`config.mk`:
```
export PLATFORM = sky130hd
export DESIGN_NAME = qfd_freq_detector
export DESIGN_NICKNAME = d
export VERILOG_FILES = /design/src/rtl/qfd_pkg.sv /design/src/rtl/qfd_edge_sampler.sv /design/src/rtl/qfd_pulse_gen.sv /design/src/rtl/qfd_lock_track.sv /design/src/rtl/qfd_freq_detector.sv
export SDC_FILE = /design/constraint.sdc
export NUM_CORES = 1
export LEC_CHECK = 0
export ABC_AREA = 1
export BUFFER_PORTS_ARGS = -buffer_cell sky130_fd_sc_hd__buf_4
export CORE_AREA = 2 2 39 41
export CTS_CLUSTER_DIAMETER = 40
export DETAILED_ROUTE_END_ITERATION = 10
export DIE_AREA = 0 0 41 43
export PLACE_DENSITY_LB_ADDON = 0.25
export REMOVE_ABC_BUFFERS = 1
export SKIP_CTS_REPAIR_TIMING = 1
export SYNTH_ARGS = -nofsm -noshare
export SYNTH_HDL_FRONTEND = slang
export SYNTH_SLANG_ARGS = --single-unit
export TNS_END_PERCENT = 100
```
`constraint.sdc`:
```
create_clock -name clk -period 3.7 [get_ports clk]
set_clock_uncertainty 0.15 [all_clocks]
set_input_delay 0.185 -clock clk [delete_from_list [all_inputs] [get_ports clk]]
set_output_delay 0.185 -clock clk [all_outputs]
set_load 0.05 [all_outputs]
```
`src/rtl/qfd_pkg.sv`:
```
package qfd_pkg;

  typedef enum logic [1:0] {
    STEP_HOLD = 2'd0,
    STEP_FWD  = 2'd1,
    STEP_JUMP = 2'd2,
    STEP_BWD  = 2'd3
  } step_e;

  // Gray-coded {I,Q} to linear quadrant index: 00->0, 01->1, 11->2, 10->3
  function automatic logic [1:0] gray_to_pos(input logic [1:0] g);
    return {g[1], g[1] ^ g[0]};
  endfunction

  // Modulo-4 difference between the new and the stored quadrant
  function automatic step_e classify(input logic [1:0] now_pos,
                                     input logic [1:0] ref_pos);
    logic [1:0] diff;
    diff = now_pos - ref_pos;
    return step_e'(diff);
  endfunction

endpackage

```
`src/rtl/qfd_edge_sampler.sv`:
```
module qfd_edge_sampler
  import qfd_pkg::*;
(
  input  logic  clk,
  input  logic  rst_n,
  input  logic  edge_evt,
  input  logic  osc_i,
  input  logic  osc_q,
  output logic  step_vld,
  output step_e step_kind
);

  logic [1:0] now_pos;
  logic [1:0] ref_pos;
  logic       ref_vld;

  assign now_pos   = gray_to_pos({osc_i, osc_q});
  assign step_kind = classify(now_pos, ref_pos);
  assign step_vld  = edge_evt & ref_vld;

  always_ff @(posedge clk or negedge rst_n) begin
    if (!rst_n) begin
      ref_pos <= 2'd0;
      ref_vld <= 1'b0;
    end else if (edge_evt) begin
      ref_pos <= now_pos;
      ref_vld <= 1'b1;
    end
  end

endmodule

```
`src/rtl/qfd_pulse_gen.sv`:
```
module qfd_pulse_gen
  import qfd_pkg::*;
(
  input  logic  clk,
  input  logic  rst_n,
  input  logic  step_vld,
  input  step_e step_kind,
  output logic  up_o,
  output logic  dn_o
);

  always_ff @(posedge clk or negedge rst_n) begin
    if (!rst_n) begin
      up_o <= 1'b0;
      dn_o <= 1'b0;
    end else begin
      up_o <= step_vld && (step_kind == STEP_BWD);
      dn_o <= step_vld && (step_kind == STEP_FWD);
    end
  end

endmodule

```
`src/rtl/qfd_lock_track.sv`:
```
module qfd_lock_track
  import qfd_pkg::*;
#(
  parameter int LOCK_EDGES = 16
) (
  input  logic  clk,
  input  logic  rst_n,
  input  logic  step_vld,
  input  step_e step_kind,
  output logic  locked
);

  localparam int CNT_W = $clog2(LOCK_EDGES + 1);
  localparam logic [CNT_W-1:0] LAST = CNT_W'(LOCK_EDGES - 1);
  localparam logic [CNT_W-1:0] FULL = CNT_W'(LOCK_EDGES);

  logic [CNT_W-1:0] run_cnt;

  always_ff @(posedge clk or negedge rst_n) begin
    if (!rst_n) begin
      run_cnt <= '0;
      locked  <= 1'b0;
    end else if (step_vld) begin
      if (step_kind == STEP_HOLD) begin
        if (run_cnt != FULL) run_cnt <= run_cnt + 1'b1;
        if (run_cnt == LAST) locked <= 1'b1;
      end else begin
        run_cnt <= '0;
        locked  <= 1'b0;
      end
    end
  end

endmodule

```
`src/rtl/qfd_freq_detector.sv`:
```
module qfd_freq_detector
  import qfd_pkg::*;
#(
  parameter int LOCK_EDGES = 16
) (
  input  logic clk,
  input  logic rst_n,
  input  logic edge_evt,
  input  logic osc_i,
  input  logic osc_q,
  output logic up_o,
  output logic dn_o,
  output logic lol_n_o
);

  step_e step_kind;
  logic  step_vld;
  logic  locked;

  // Named step events for the checker
  logic ev_hold, ev_fwd, ev_bwd, ev_jump;
  assign ev_hold = step_vld && (step_kind == STEP_HOLD);
  assign ev_fwd  = step_vld && (step_kind == STEP_FWD);
  assign ev_bwd  = step_vld && (step_kind == STEP_BWD);
  assign ev_jump = step_vld && (step_kind == STEP_JUMP);

  qfd_edge_sampler u_smp (
    .clk(clk), .rst_n(rst_n), .edge_evt(edge_evt),
    .osc_i(osc_i), .osc_q(osc_q),
    .step_vld(step_vld), .step_kind(step_kind)
  );

  qfd_pulse_gen u_pls (
    .clk(clk), .rst_n(rst_n),
    .step_vld(step_vld), .step_kind(step_kind),
    .up_o(up_o), .dn_o(dn_o)
  );

  qfd_lock_track #(.LOCK_EDGES(LOCK_EDGES)) u_lck (
    .clk(clk), .rst_n(rst_n),
    .step_vld(step_vld), .step_kind(step_kind),
    .locked(locked)
  );

  assign lol_n_o = locked;

endmodule

```
After elaboration in Yosys (flattened, before gate mapping):

Index checks and enable logic that the tools add are counted.

* add/sub/neg operators: 2
* multiplexer cells: 4
* reduce and logical (&&, ||, !) cells: 5
* equal/unequal tests: 6
* bitwise gates (word level): 2

Operators with widths (number)
* $mux W5: 2
* $add A5 B1 Y5 const B: 1
* $eq A5 B4 Y1 const B: 1
* $ne A5 B5 Y1 const B: 1
* $ne A2 B1 Y1 const B: 2
* $reduce_and A2 Y1: 2
* $eq A2 B1 Y1 const B: 1
* $eq A2 B2 Y1 const B: 1
* $logic_and A1 B1 Y1: 2
* $logic_not A2 Y1: 1
* $mux W1: 2
* $sub A2 B2 Y2: 1
* $and A1 B1 Y1: 1
* $xor A1 B1 Y1: 1

* output and inout bits: 3
* word-level logic and storage cells: 25
* bits of input ports: 5
* flip-flop bits (word level): 11

Depth between registers and ports, before layout:

* word-level depth: 5
* depth in mapped cells: 7
* depth with buffers taken out: 7

Hierarchy:

Synthesis repeated with hierarchy kept, for this count alone.

* cells, all modules: 79
* area, all modules: 635.6 um2

Modules (own cells, without submodules)
* qfd_lock_track: cells each 46, instances 1, sequential area each 150.1 um2, area each 387.9 um2
* qfd_edge_sampler: cells each 27, instances 1, sequential area each 75.1 um2, area each 182.7 um2
* qfd_pulse_gen: cells each 6, instances 1, sequential area each 50.0 um2, area each 65.1 um2

Worst setup path after synthesis:

OpenSTA, ideal clock, no wires.

* kind: reg2reg
* from: reg u_lck.run_cnt[0]
* to: reg u_lck.run_cnt[4]
* setup slack: 2335 ps
* cell stages (with the launch flop): 8
* library setup time: 117 ps
* data arrival time: 1098 ps
* path buffers: 0
* data required time: 3433 ps
* period minus slack after synthesis: 1365 ps
* cells stage by stage: dfrtp_1 -> ha_1 -> nand2_1 -> nor2_1 -> ha_1 -> inv_1 -> nand3_1 -> nand2_1

* word-level cells in the longest chain between the ends: 3
* elaborated cells on any way between the ends: 6
* those cells by class: add/sub: 1; eq/ne: 2; mux: 2; reduce/logical: 1

RTL lines
* start, declared: RTL line qfd_lock_track.sv:17 `logic [CNT_W-1:0] run_cnt;`
* start signal, assigned: RTL line qfd_lock_track.sv:25 `if (run_cnt != FULL) run_cnt <= run_cnt + 1'b1;`
* $add A5 B1 Y5 or $ne A5 B5 Y1 (tied branches): RTL line qfd_lock_track.sv:25
* $mux W5 or $ne A2 B1 Y1 (tied branches)
* $mux W5 or $reduce_and A2 Y1 (tied branches)

Parallel ways exist; a longest one is shown, timed or not. The select of a mux whose other input is x is not followed.
A chain may end at the register's enable or synchronous reset.

Worst setup path in the final report:

Ends and elaborated chain as after synthesis.

==> flow_summary.ini <==
[outcome]
status = complete, but fails checks
failed_checks = negative hold slack

[floorplan]
rows = 14
io_pins = 8
start_util = 0.462
core_um2 = 1380
die_area_um2 = 1760
die_height_um = 43
die_w_um = 41

[timing]
setup_violations = 0
slew_viol_final = 0
setup_slack_ns = 2.26
finalHoldViolations = 2
fmax_mhz = 696
rsz0062_at_grt = false
fin_crit_sh = 0.388
fin_tns_setup_ns = 0
worst_slew_pin_slew_ns = 0.252
fin_crit_ns = 1.44
slew_headroom = 0.832
hold_slack_ns = -0.0246

[layout]
layout-drive-gt1-share = 0.218
antenna_cells = 0
finish.utilization = 0.535
num-fill-cells = 130
area_delta_synth_final_pct = 15.9
fin_nets = 97

[power]
ir_worst_vdd_mv = 0.258
power.density_nw_per_um2 = 387
power_w = 0.000287
p_leak_nw = 0.394

[setup_path]
cp-end-kind = register
rrSetupSlack_ns = 2.26
rr_endpoint = u_lck.run_cnt[4]
rr_startpoint = u_lck.run_cnt[0]
critPathMaxFanout = 5
cp_data_arrival_time_ns = 1.46
startpoint_type = register
critical_path_class = reg2reg
critPathRequiredTime_ns = 3.72
worstRegToRegCells = 7

[routing]
drt-initial-drc-count = 16
viasPerCell = 4.83
via_count = 498
drcViolationCount = 0
drtPass1Iterations = 4
wirelength_um = 1150
wl_per_cell_um = 11.2
ant_nets = 0

[cts]
cts_tree = built
clock_path_buffers = 2
htreeDepth = 1
numClockSinks = 11
cts_root_buffer = clkbuf_4
path_clk_slew_ns = 0.07
cts_buffers = 3
worstSkewPairLatency_ns = 0.27

[logic_synthesis]
ys_seq_elements = 11
syn_inst = 76
ys_types = 19
ys.warnings.count = 0
netlist_area_um2 = 639
ys_seq_area_frac = 0.431
synth_area_per_cell_um2 = 8.41

[placement]
gp_congestion = 0.792
dp_hpwl_um = 883
place_ws_ns = 2.26
io_buffer_count = 7

[global_routing]
grt_pass1_wl_um = 1900
grt_usage = 0.163
grt_pass1_vias = 479
antenna_found_initial = 0
grt_max_degree = 12
overflow = 0

[worst_hold_path]
min_to = u_smp.ref_pos[0]
hp-class = in2reg
min_from = edge_evt
min_path_cells = 2

[flow_run]
drv_cap = 0
## flip-flops by register name, indices dropped and copies added (netlist names)
name and flops:
u_smp.ref_vld 1, u_lck.locked 1, u_pls.up_o 1, u_lck.run_cnt 5, u_pls.dn_o 1, u_smp.ref_pos 2
## cells in the final DEF (no fill, tap or decap), drive strengths merged
cell type	instances
inv	11
dfrtp	11
a22oi	1
buf	7
nor2	8
xor2	2
o21ai	1
nand2	19
nand4	1
a21oi	1
nand3	13
dlygate4sd3	1
clkbuf	4
or2	1
xnor2	2
ha	4
## worst max-delay path, cell delays in order, from the launching register on
cell	delay [ns]
dfrtp_1	0.42
ha_1	0.24
nand2_1	0.06
nor2_1	0.04
ha_1	0.27
inv_1	0.03
nand3_1	0.06
nand2_1	0.05
## cells by family (layout without fill, tap and decap cells)
group / count (synthesis) / in the layout / share of synthesized area
buffers and inverters: 12 / 23 / 0.0763
xor gates and xnor gates: 4 / 4 / 0.0548
AOI/OAI and AO/OA: 3 / 3 / 0.0274
and+or+nand+nor: 42 / 42 / 0.333
DFF: 11 / 11 / 0.431
adders and majority gates: 4 / 4 / 0.0783
## synth_stat cells
cell type  instances  area, um2
nand2_1           15       56.3
buf_4              1       7.51
a21oi_1            1       5.00
xnor2_1            2       17.5
nor2_8             1       20.0
nor2_1             6       22.5
a22oi_1            1       7.51
nand2_4            1       11.3
nor2_2             1       6.26
o21ai_0            1       5.00
nand2_2            3       18.8
nand3_1           13       65.1
inv_2              2       7.51
dfrtp_1           11        275
xor2_1             2       17.5
ha_1               4       50.1
or2_2              1       6.26
inv_1              9       33.8
nand4_1            1       6.26
## worst max-delay path by stage
stage / end / slack [ns] / start / cells after the start
after floorplan: u_lck.run_cnt[4] / 2.33 / u_lck.run_cnt[0] / 7
after global placement: u_lck.run_cnt[2] / 2.26 / osc_i / 7
after detailed placement: u_lck.run_cnt[0] / 2.26 / osc_i / 7
after CTS: u_lck.run_cnt[4] / 2.26 / u_lck.run_cnt[0] / 7
after global routing: u_lck.run_cnt[4] / 2.19 / u_lck.run_cnt[0] / 7
final: u_lck.run_cnt[4] / 2.26 / u_lck.run_cnt[0] / 7
## layout make-up
cell class              count  area, um2  area share
clock buffers               4       26.3      0.0355
inverters                  11       41.3      0.0557
repair buffers              8       62.6      0.0845
multi-input cells          53        315       0.426
flip-flops and latches     11        275       0.372
well taps                  16       20.0      0.0270
## where the power goes
group / internal, W / switching, W / total, W / leakage (nW)
clock: 0.0000418 / 0.0000415 / 0.0000834 / 0.0150
sequential: 0.000128 / 0.00000578 / 0.000134 / 0.142
combinational: 0.0000253 / 0.0000446 / 0.0000699 / 0.237
total: 0.000195 / 0.0000919 / 0.000287 / 0.394
## stage by stage
stage | hold WS (ns) | area, um2 | cells
3_3_place_gp | -0.123 | 704 | 98
3_5_place_dp | -0.123 | 704 | 98
5_1_grt | 0.0171 | 741 | 103
6_report | -0.0246 | 741 | 103
2_1_floorplan | -0.261 | 632 | 75
4_1_cts | -0.416 | 731 | 102
## per-layer routing
layer / vias up / global-route usage / part of all wire
li1: 266 / - / -
met1: 219 / 0.193 / 0.44
met2: 8 / 0.247 / 0.49
met3: 5 / 0.0314 / 0.032
met4: 0 / 0.120 / 0.034
met5: - / 0 / 0
Power figures use the tool's default switching activity.
